### src/rtl/dsrf_pkg.sv
package dsrf_pkg;

  typedef enum logic [1:0] {RGN_GPR, RGN_IO, RGN_SRAM, RGN_NONE} region_e;

  // Classify a data-space address; regions are stacked from address zero.
  function automatic region_e ds_region(input int unsigned addr, input int unsigned nreg,
                                        input int unsigned nio, input int unsigned nsram);
    if (addr < nreg)              return RGN_GPR;
    if (addr < nreg + nio)        return RGN_IO;
    if (addr < nreg + nio + nsram) return RGN_SRAM;
    return RGN_NONE;
  endfunction

  // Index of the low byte of pointer sel (0..2) inside the register file.
  function automatic int unsigned ptr_low_reg(input int unsigned nreg, input int unsigned sel);
    return nreg - 6 + 2 * sel;
  endfunction

endpackage

### src/rtl/dsrf_gpr_bank.sv
module dsrf_gpr_bank
  import dsrf_pkg::*;
#(
  parameter int DW   = 8,
  parameter int NREG = 32,
  localparam int RAW = $clog2(NREG)
) (
  input  logic              clk,
  input  logic              rst,
  input  logic [RAW-1:0]    rda_addr,
  output logic [DW-1:0]     rda_data,
  input  logic [RAW-1:0]    rdb_addr,
  output logic [DW-1:0]     rdb_data,
  input  logic              op_we,
  input  logic [RAW-1:0]    op_addr,
  input  logic [DW-1:0]     op_wdata,
  input  logic              pw_we,
  input  logic [1:0]        pw_sel,
  input  logic [2*DW-1:0]   pw_wdata,
  input  logic              ds_we,
  input  logic [RAW-1:0]    ds_idx,
  input  logic [DW-1:0]     ds_wdata,
  output logic [DW-1:0]     ds_rdata,
  output logic [6*DW-1:0]   ptr_flat
);

  logic [DW-1:0] q   [NREG];
  logic [DW-1:0] nxt [NREG];

  for (genvar i = 0; i < NREG; i++) begin : g_reg
    localparam bit IS_PTR = (i >= NREG - 6);
    localparam int PSEL   = IS_PTR ? (i - (NREG - 6)) / 2 : 3;
    localparam bit IS_HI  = IS_PTR && (i != int'(ptr_low_reg(NREG, PSEL)));

    // Lowest priority first: data space, then pointer, then operand write.
    always_comb begin
      nxt[i] = q[i];
      if (ds_we && ds_idx == RAW'(i)) nxt[i] = ds_wdata;
      if (IS_PTR && pw_we && pw_sel == 2'(PSEL))
        nxt[i] = IS_HI ? pw_wdata[2*DW-1:DW] : pw_wdata[DW-1:0];
      if (op_we && op_addr == RAW'(i)) nxt[i] = op_wdata;
    end

    always_ff @(posedge clk) begin
      if (rst) q[i] <= '0;
      else     q[i] <= nxt[i];
    end
  end

  assign rda_data = nxt[rda_addr];
  assign rdb_data = nxt[rdb_addr];
  assign ds_rdata = q[ds_idx];

  for (genvar p = 0; p < 3; p++) begin : g_ptr
    localparam int LO = int'(ptr_low_reg(NREG, p));
    assign ptr_flat[p*2*DW +: 2*DW] = {q[LO+1], q[LO]};
  end

endmodule

### src/rtl/dsrf_io_bank.sv
module dsrf_io_bank #(
  parameter int DW  = 8,
  parameter int NIO = 64,
  localparam int IAW = $clog2(NIO)
) (
  input  logic           clk,
  input  logic           rst,
  input  logic           ds_we,
  input  logic [IAW-1:0] ds_idx,
  input  logic [DW-1:0]  ds_wdata,
  output logic [DW-1:0]  ds_rdata,
  input  logic           dir_we,
  input  logic [IAW-1:0] dir_idx,
  input  logic [DW-1:0]  dir_wdata,
  output logic [DW-1:0]  dir_rdata
);

  logic [DW-1:0] q [NIO];

  for (genvar i = 0; i < NIO; i++) begin : g_ent
    always_ff @(posedge clk) begin
      if (rst)                               q[i] <= '0;
      else if (dir_we && dir_idx == IAW'(i)) q[i] <= dir_wdata;
      else if (ds_we && ds_idx == IAW'(i))   q[i] <= ds_wdata;
    end
  end

  assign ds_rdata  = q[ds_idx];
  assign dir_rdata = q[dir_idx];

endmodule

### src/rtl/dsrf_sram.sv
module dsrf_sram #(
  parameter int DW    = 8,
  parameter int NSRAM = 128,
  localparam int SAW  = $clog2(NSRAM)
) (
  input  logic           clk,
  input  logic           rst,
  input  logic           we,
  input  logic [SAW-1:0] idx,
  input  logic [DW-1:0]  wdata,
  output logic [DW-1:0]  rdata
);

  logic [DW-1:0] mem [NSRAM];

  always_ff @(posedge clk) begin
    if (rst) begin
      for (int k = 0; k < NSRAM; k++) mem[k] <= '0;
    end else if (we) begin
      mem[idx] <= wdata;
    end
  end

  assign rdata = mem[idx];

endmodule

### src/rtl/gpr_dataspace.sv
module gpr_dataspace
  import dsrf_pkg::*;
#(
  parameter int DW    = 8,
  parameter int NREG  = 32,
  parameter int NIO   = 64,
  parameter int NSRAM = 128,
  parameter int AW    = 8,
  localparam int RAW  = $clog2(NREG),
  localparam int IAW  = $clog2(NIO),
  localparam int SAW  = $clog2(NSRAM),
  localparam int IO_BASE   = NREG,
  localparam int SRAM_BASE = NREG + NIO
) (
  input  logic            clk,
  input  logic            rst,
  input  logic [RAW-1:0]  rd_a_addr,
  output logic [DW-1:0]   rd_a_data,
  input  logic [RAW-1:0]  rd_b_addr,
  output logic [DW-1:0]   rd_b_data,
  input  logic            wr_en,
  input  logic [RAW-1:0]  wr_addr,
  input  logic [DW-1:0]   wr_data,
  input  logic [AW-1:0]   ds_addr,
  input  logic            ds_we,
  input  logic [DW-1:0]   ds_wdata,
  output logic [DW-1:0]   ds_rdata,
  input  logic [IAW-1:0]  io_idx,
  input  logic            io_we,
  input  logic [DW-1:0]   io_wdata,
  output logic [DW-1:0]   io_rdata,
  input  logic            ptr_we,
  input  logic [1:0]      ptr_sel,
  input  logic [2*DW-1:0] ptr_wdata,
  output logic [2*DW-1:0] ptr_x,
  output logic [2*DW-1:0] ptr_y,
  output logic [2*DW-1:0] ptr_z
);

  // Decode of the data-space address into region and local index.
  region_e        rgn;
  logic           ds_hit_gpr, ds_hit_io, ds_hit_sram;
  logic [RAW-1:0] gpr_ds_idx;
  logic [IAW-1:0] io_ds_idx;
  logic [SAW-1:0] sram_ds_idx;

  assign rgn         = ds_region(int'(ds_addr), NREG, NIO, NSRAM);
  assign ds_hit_gpr  = (rgn == RGN_GPR);
  assign ds_hit_io   = (rgn == RGN_IO);
  assign ds_hit_sram = (rgn == RGN_SRAM);
  assign gpr_ds_idx  = RAW'(ds_addr);
  assign io_ds_idx   = IAW'(ds_addr - AW'(IO_BASE));
  assign sram_ds_idx = SAW'(ds_addr - AW'(SRAM_BASE));

  // Named internal events for the checker.
  logic opw_overrides_dsw, iow_overrides_dsw;
  assign opw_overrides_dsw = wr_en && ds_we && ds_hit_gpr && (wr_addr == gpr_ds_idx);
  assign iow_overrides_dsw = io_we && ds_we && ds_hit_io && (io_idx == io_ds_idx);

  logic [DW-1:0]   gpr_rd, io_rd, sram_rd;
  logic [6*DW-1:0] ptr_flat;

  dsrf_gpr_bank #(.DW(DW), .NREG(NREG)) u_gpr (
    .clk(clk), .rst(rst),
    .rda_addr(rd_a_addr), .rda_data(rd_a_data),
    .rdb_addr(rd_b_addr), .rdb_data(rd_b_data),
    .op_we(wr_en), .op_addr(wr_addr), .op_wdata(wr_data),
    .pw_we(ptr_we), .pw_sel(ptr_sel), .pw_wdata(ptr_wdata),
    .ds_we(ds_we && ds_hit_gpr), .ds_idx(gpr_ds_idx), .ds_wdata(ds_wdata),
    .ds_rdata(gpr_rd), .ptr_flat(ptr_flat)
  );

  dsrf_io_bank #(.DW(DW), .NIO(NIO)) u_io (
    .clk(clk), .rst(rst),
    .ds_we(ds_we && ds_hit_io), .ds_idx(io_ds_idx), .ds_wdata(ds_wdata), .ds_rdata(io_rd),
    .dir_we(io_we), .dir_idx(io_idx), .dir_wdata(io_wdata), .dir_rdata(io_rdata)
  );

  dsrf_sram #(.DW(DW), .NSRAM(NSRAM)) u_sram (
    .clk(clk), .rst(rst),
    .we(ds_we && ds_hit_sram), .idx(sram_ds_idx), .wdata(ds_wdata), .rdata(sram_rd)
  );

  always_comb begin
    unique case (rgn)
      RGN_GPR:  ds_rdata = gpr_rd;
      RGN_IO:   ds_rdata = io_rd;
      RGN_SRAM: ds_rdata = sram_rd;
      default:  ds_rdata = '0;
    endcase
  end

  assign ptr_x = ptr_flat[0*2*DW +: 2*DW];
  assign ptr_y = ptr_flat[1*2*DW +: 2*DW];
  assign ptr_z = ptr_flat[2*2*DW +: 2*DW];

endmodule

### config.mk
export PLATFORM = sky130hd
export DESIGN_NAME = gpr_dataspace
export DESIGN_NICKNAME = d
export VERILOG_FILES = /design/src/rtl/dsrf_pkg.sv /design/src/rtl/dsrf_gpr_bank.sv /design/src/rtl/dsrf_io_bank.sv /design/src/rtl/dsrf_sram.sv /design/src/rtl/gpr_dataspace.sv
export SDC_FILE = /design/constraint.sdc
export NUM_CORES = 2
export LEC_CHECK = 0
export BUFFER_PORTS_ARGS = -buffer_cell sky130_fd_sc_hd__buf_4
export CAP_MARGIN = 20
export CORE_MARGIN = 3
export CORE_UTILIZATION = 58
export CTS_CLUSTER_SIZE = 25
export DETAILED_ROUTE_END_ITERATION = 10
export PLACE_DENSITY = 0.75
export SYNTH_ARGS = -nofsm -noshare
export SYNTH_HDL_FRONTEND = slang
export SYNTH_SLANG_ARGS = --single-unit
### constraint.sdc
create_clock -name clk -period 2.6 [get_ports clk]
set_input_delay 0.13 -clock clk [delete_from_list [all_inputs] [get_ports clk]]
set_output_delay 0.13 -clock clk [all_outputs]
set_load 0.05 [all_outputs]
==> results.md <==
- Sw frac: 28.0%
- Number of flops mapped to enable cells by yosys: 1,536
- Outcome: finished, violations left
- Failing checks: negative hold slack, negative setup slack
- Register area share after synthesis: about half
- Worst Setup Path Type: reg -> out
- Reg2reg start: u_gpr.q[17][7]
- CP startpoint: u_io.q[10][7]
- Layout Nets: 9,353
- Die W: between 400 and 500 um
- Top FF cell, synth: edfxtp_1
- Final worst path period share: 148%
- Max VDD drop: 0.000731 V
- Max Slew Vio Count: 0
- Max_cap viols: 0
- Synth Cell Area: approximately 100,000 um^2
- Share of the synthesized area in the top cell type: between 40% and 50%
- Worst Max-Slew Pin Slew: 1.27 ns
- Hold Crit Class: in -> reg
- Die Footprint: about 180,000 um^2
- Sequential cell fraction of total power: between 40% and 50%
- Final setup vio count: 32
- Library cells used by synthesis: 99
- Total I/O pin count: ~160
- Cell Rows: 151
- Die H: ~420 um
- Post-synth ARST share: 0%
- Vias in the first global route: between 80,000 and 90,000
- Gpl congestion: 1.16
- Synth area leader: edfxtp_1
- Worst slew margin: 15.1%
- Pwr/cell area: 577 nW/um^2
- TritonRoute pass-1 iters: 9
- CTS sink count: about 1,800
- Cell internal pwr: 52.8 mW
- CP Capture Type: output pin
- CP Cell Sequence: mux4_2 -> mux4_2 -> a22oi_2 -> buf_4 -> nand2_4 -> a21oi_2 -> buf_4 -> o21ai_4 -> buf_6
- Post-route insts no fill: 11,700
- Wire per inst: 39.6 um
- Min Clock Period, post-route: 3.84 ns
- Hold Startpoint: ds_wdata[2]
- RSZ-0062 raised after global routing: yes
- Synth top area cells: edfxtp_1, mux4_2, dfxtp_1, and3_1, a22o_1
- H-Tree Depth: 4
- CP max FO: 2
- CTS tree: done
- Share of cells above drive strength 1: 38.5%
- CTS Root Cell: clkbuf_16
- Post-route worst setup slack: -1.24 ns
- CP max-delay cell: mux4_2
- GRT Util Overall: 51.0%
- Core Region: 170,000 um^2
- Synthesized instance count: 7,935
- CP Launch Type: flop
- FMAX: 260 MHz
- Starting Density: 58.6%
- Worst-Skew Late Latency: 0.88 ns
- Crit path max-delay family: multiplexers
- Layout area overhead: 27.6%
- DR vias/cell: between 7 and 8
- Initial antenna violation count: 37
- First-pass GRT wire length: around 640,000 um
- Leakage: 48.6 nW
- Final hold violation count: 11
- Worst-case clock skew: 0 ns
- Buffers added on ports: 156
- DRC Markers: 0
- Pin count of the biggest net entering global routing: 114
- DR vias: 90,900
- Drt total wl: around 460,000 um
- WHS: -0.0262 ns
- Hpwl dp: around 310,000 um
- Gr ovfl total: 0
- Worst path bufs/invs: 3
- Clock group share of total power: 38.3%
- Logic pwr share: approximately 16%
- Post-Syn Nets: 8,016
- DR iter-0 viols: approximately 17,000
- CTS buffer count: 185
- Synth Warn #: 0
- Commonest cells post-synth: edfxtp_1, clkbuf_1, and3_1, mux4_2, a22o_1
- Final Core Density: 74.8%
- ANT nets after route: 0
- CP arrival: 3.71 ns
- Sw Pwr: 20.5 mW
- Largest incremental delay on the critical path: 0.60 ns
- Clk pin slew, worst setup/hold paths: 0.06 ns
- Count leader, synth: edfxtp_1
- Fill cell count: 10,500
- Post-placement worst setup slack: -1.18 ns
- Worst Path Required: 2.47 ns
- Placed Cells: between 10,000 and 15,000
- Clock Path Buffers: 3
- Avg Inst Size Synth: 12.6 um^2
- Flop and latch count out of synthesis: 1,792
-- registers in the layout, summed over array words and instances (netlist names) --
signal / cells
u_sram.mem: 1024
u_gpr.q: 256
u_io.q: 512
-- power groups by stage --
stage / combinational, mW / clock [mW] / sequential, mW
5_1_grt: 12.0 / 29.0 / 33.3
2_1_floorplan: 5.33 / 0 / 33.5
3_5_place_dp: 10.7 / 0 / 33.7
4_1_cts: 11.2 / 27.8 / 33.2
6_report: 12.0 / 28.1 / 33.3
3_3_place_gp: 10.6 / 0 / 33.6
-- final timing paths --
kind / to / slack (ns) / cells after the start
worst max-delay path: ds_rdata[7] / -1.24 / 9
worst min register to register: u_gpr.q[11][2] / 0.63 / 3
worst max register to register: u_gpr.q[17][7] / 0.28 / 17
worst min-delay path: u_sram.mem[69][2] / -0.03 / 4
-- cell type report --
| type | count | area (um^2) | area share (%) |
|---|---|---|---|
| clock buffer | 226 | 4880 | 3.83 |
| tap | 2218 | 2780 | 2.18 |
| multi-input combinational | 5098 | 47100 | 37.0 |
| antenna | 23 | 57.6 | 0.0453 |
| inverter | 20 | 75.1 | 0.0590 |
| timing repair buffer | 2175 | 19700 | 15.5 |
| clock inverter | 118 | 1380 | 1.09 |
| sequential | 1792 | 51300 | 40.3 |
-- cells by family (layout without fill, tap and decap cells) --
kind of cell             Yosys count  after routing  synth area share [%]
other                              0             23                     0
AND/OR/NAND/NOR                 2629           2629                  14.6
buffers and inverters           1045           2539                  4.17
flip-flops                      1792           1792                  51.4
multiplexers                     810            810                  17.1
AO/OA/AOI/OAI                   1652           1652                  12.6
XOR/XNOR                           3              3                0.0339
adder cells (fa/ha/maj)            4              4                0.0502
-- repair_timing --
item	4_1_cts	5_1_grt
resized for setup	391	232
hold endpoints to repair	327	14
gates cloned	0	6
pin swaps	148	146
buffers inserted	96	65
endpoints found under the setup margin	32	39
hold buffers	49	1
-- per-layer routing --
layer,GRT usage [%],vias up,wire length (um)
met5,0.945,-,580
met4,33.6,48,43400
met3,21.0,2599,75300
met2,73.1,9429,193000
met1,63.8,44300,149000
li1,-,34600,-
-- stage by stage --
| stage | area (um^2) | hold slack [ns] | total power, mW | setup TNS (ns) |
|---|---|---|---|---|
| floorplan | 100000 | 0.379 | 38.8 | -0.805 |
| global placement | 116000 | 0.607 | 44.2 | -148.93 |
| detailed placement | 116000 | 0.615 | 44.4 | -249.78 |
| CTS | 125000 | 0.000744 | 72.2 | -24.06 |
| global route | 127000 | 0.000163 | 74.2 | -23.91 |
| finish | 127000 | -0.0262 | 73.4 | -24.85 |
-- tightest hold or removal path: stages --
cell    delay [ns]
buf_6         0.07
inv_1         0.06
buf_4         0.24
nor3_1        0.21
-- layout by cell type (no fill, tap or decap), types with 98 or more instances in the layout --
cell type / n
buf_4: 1792
edfxtp_1: 1536
and3_1: 786
mux4_2: 713
a22o_1: 531
nor2_1: 481
nor3_1: 317
dfxtp_1: 245
buf_12: 202
clkbuf_16: 195
nand2_1: 177
nand4_1: 176
and2_1: 164
nor2b_1: 149
o21ai_0: 119
o31ai_1: 107
a21o_1: 98
Power figures use the tool's default switching activity.
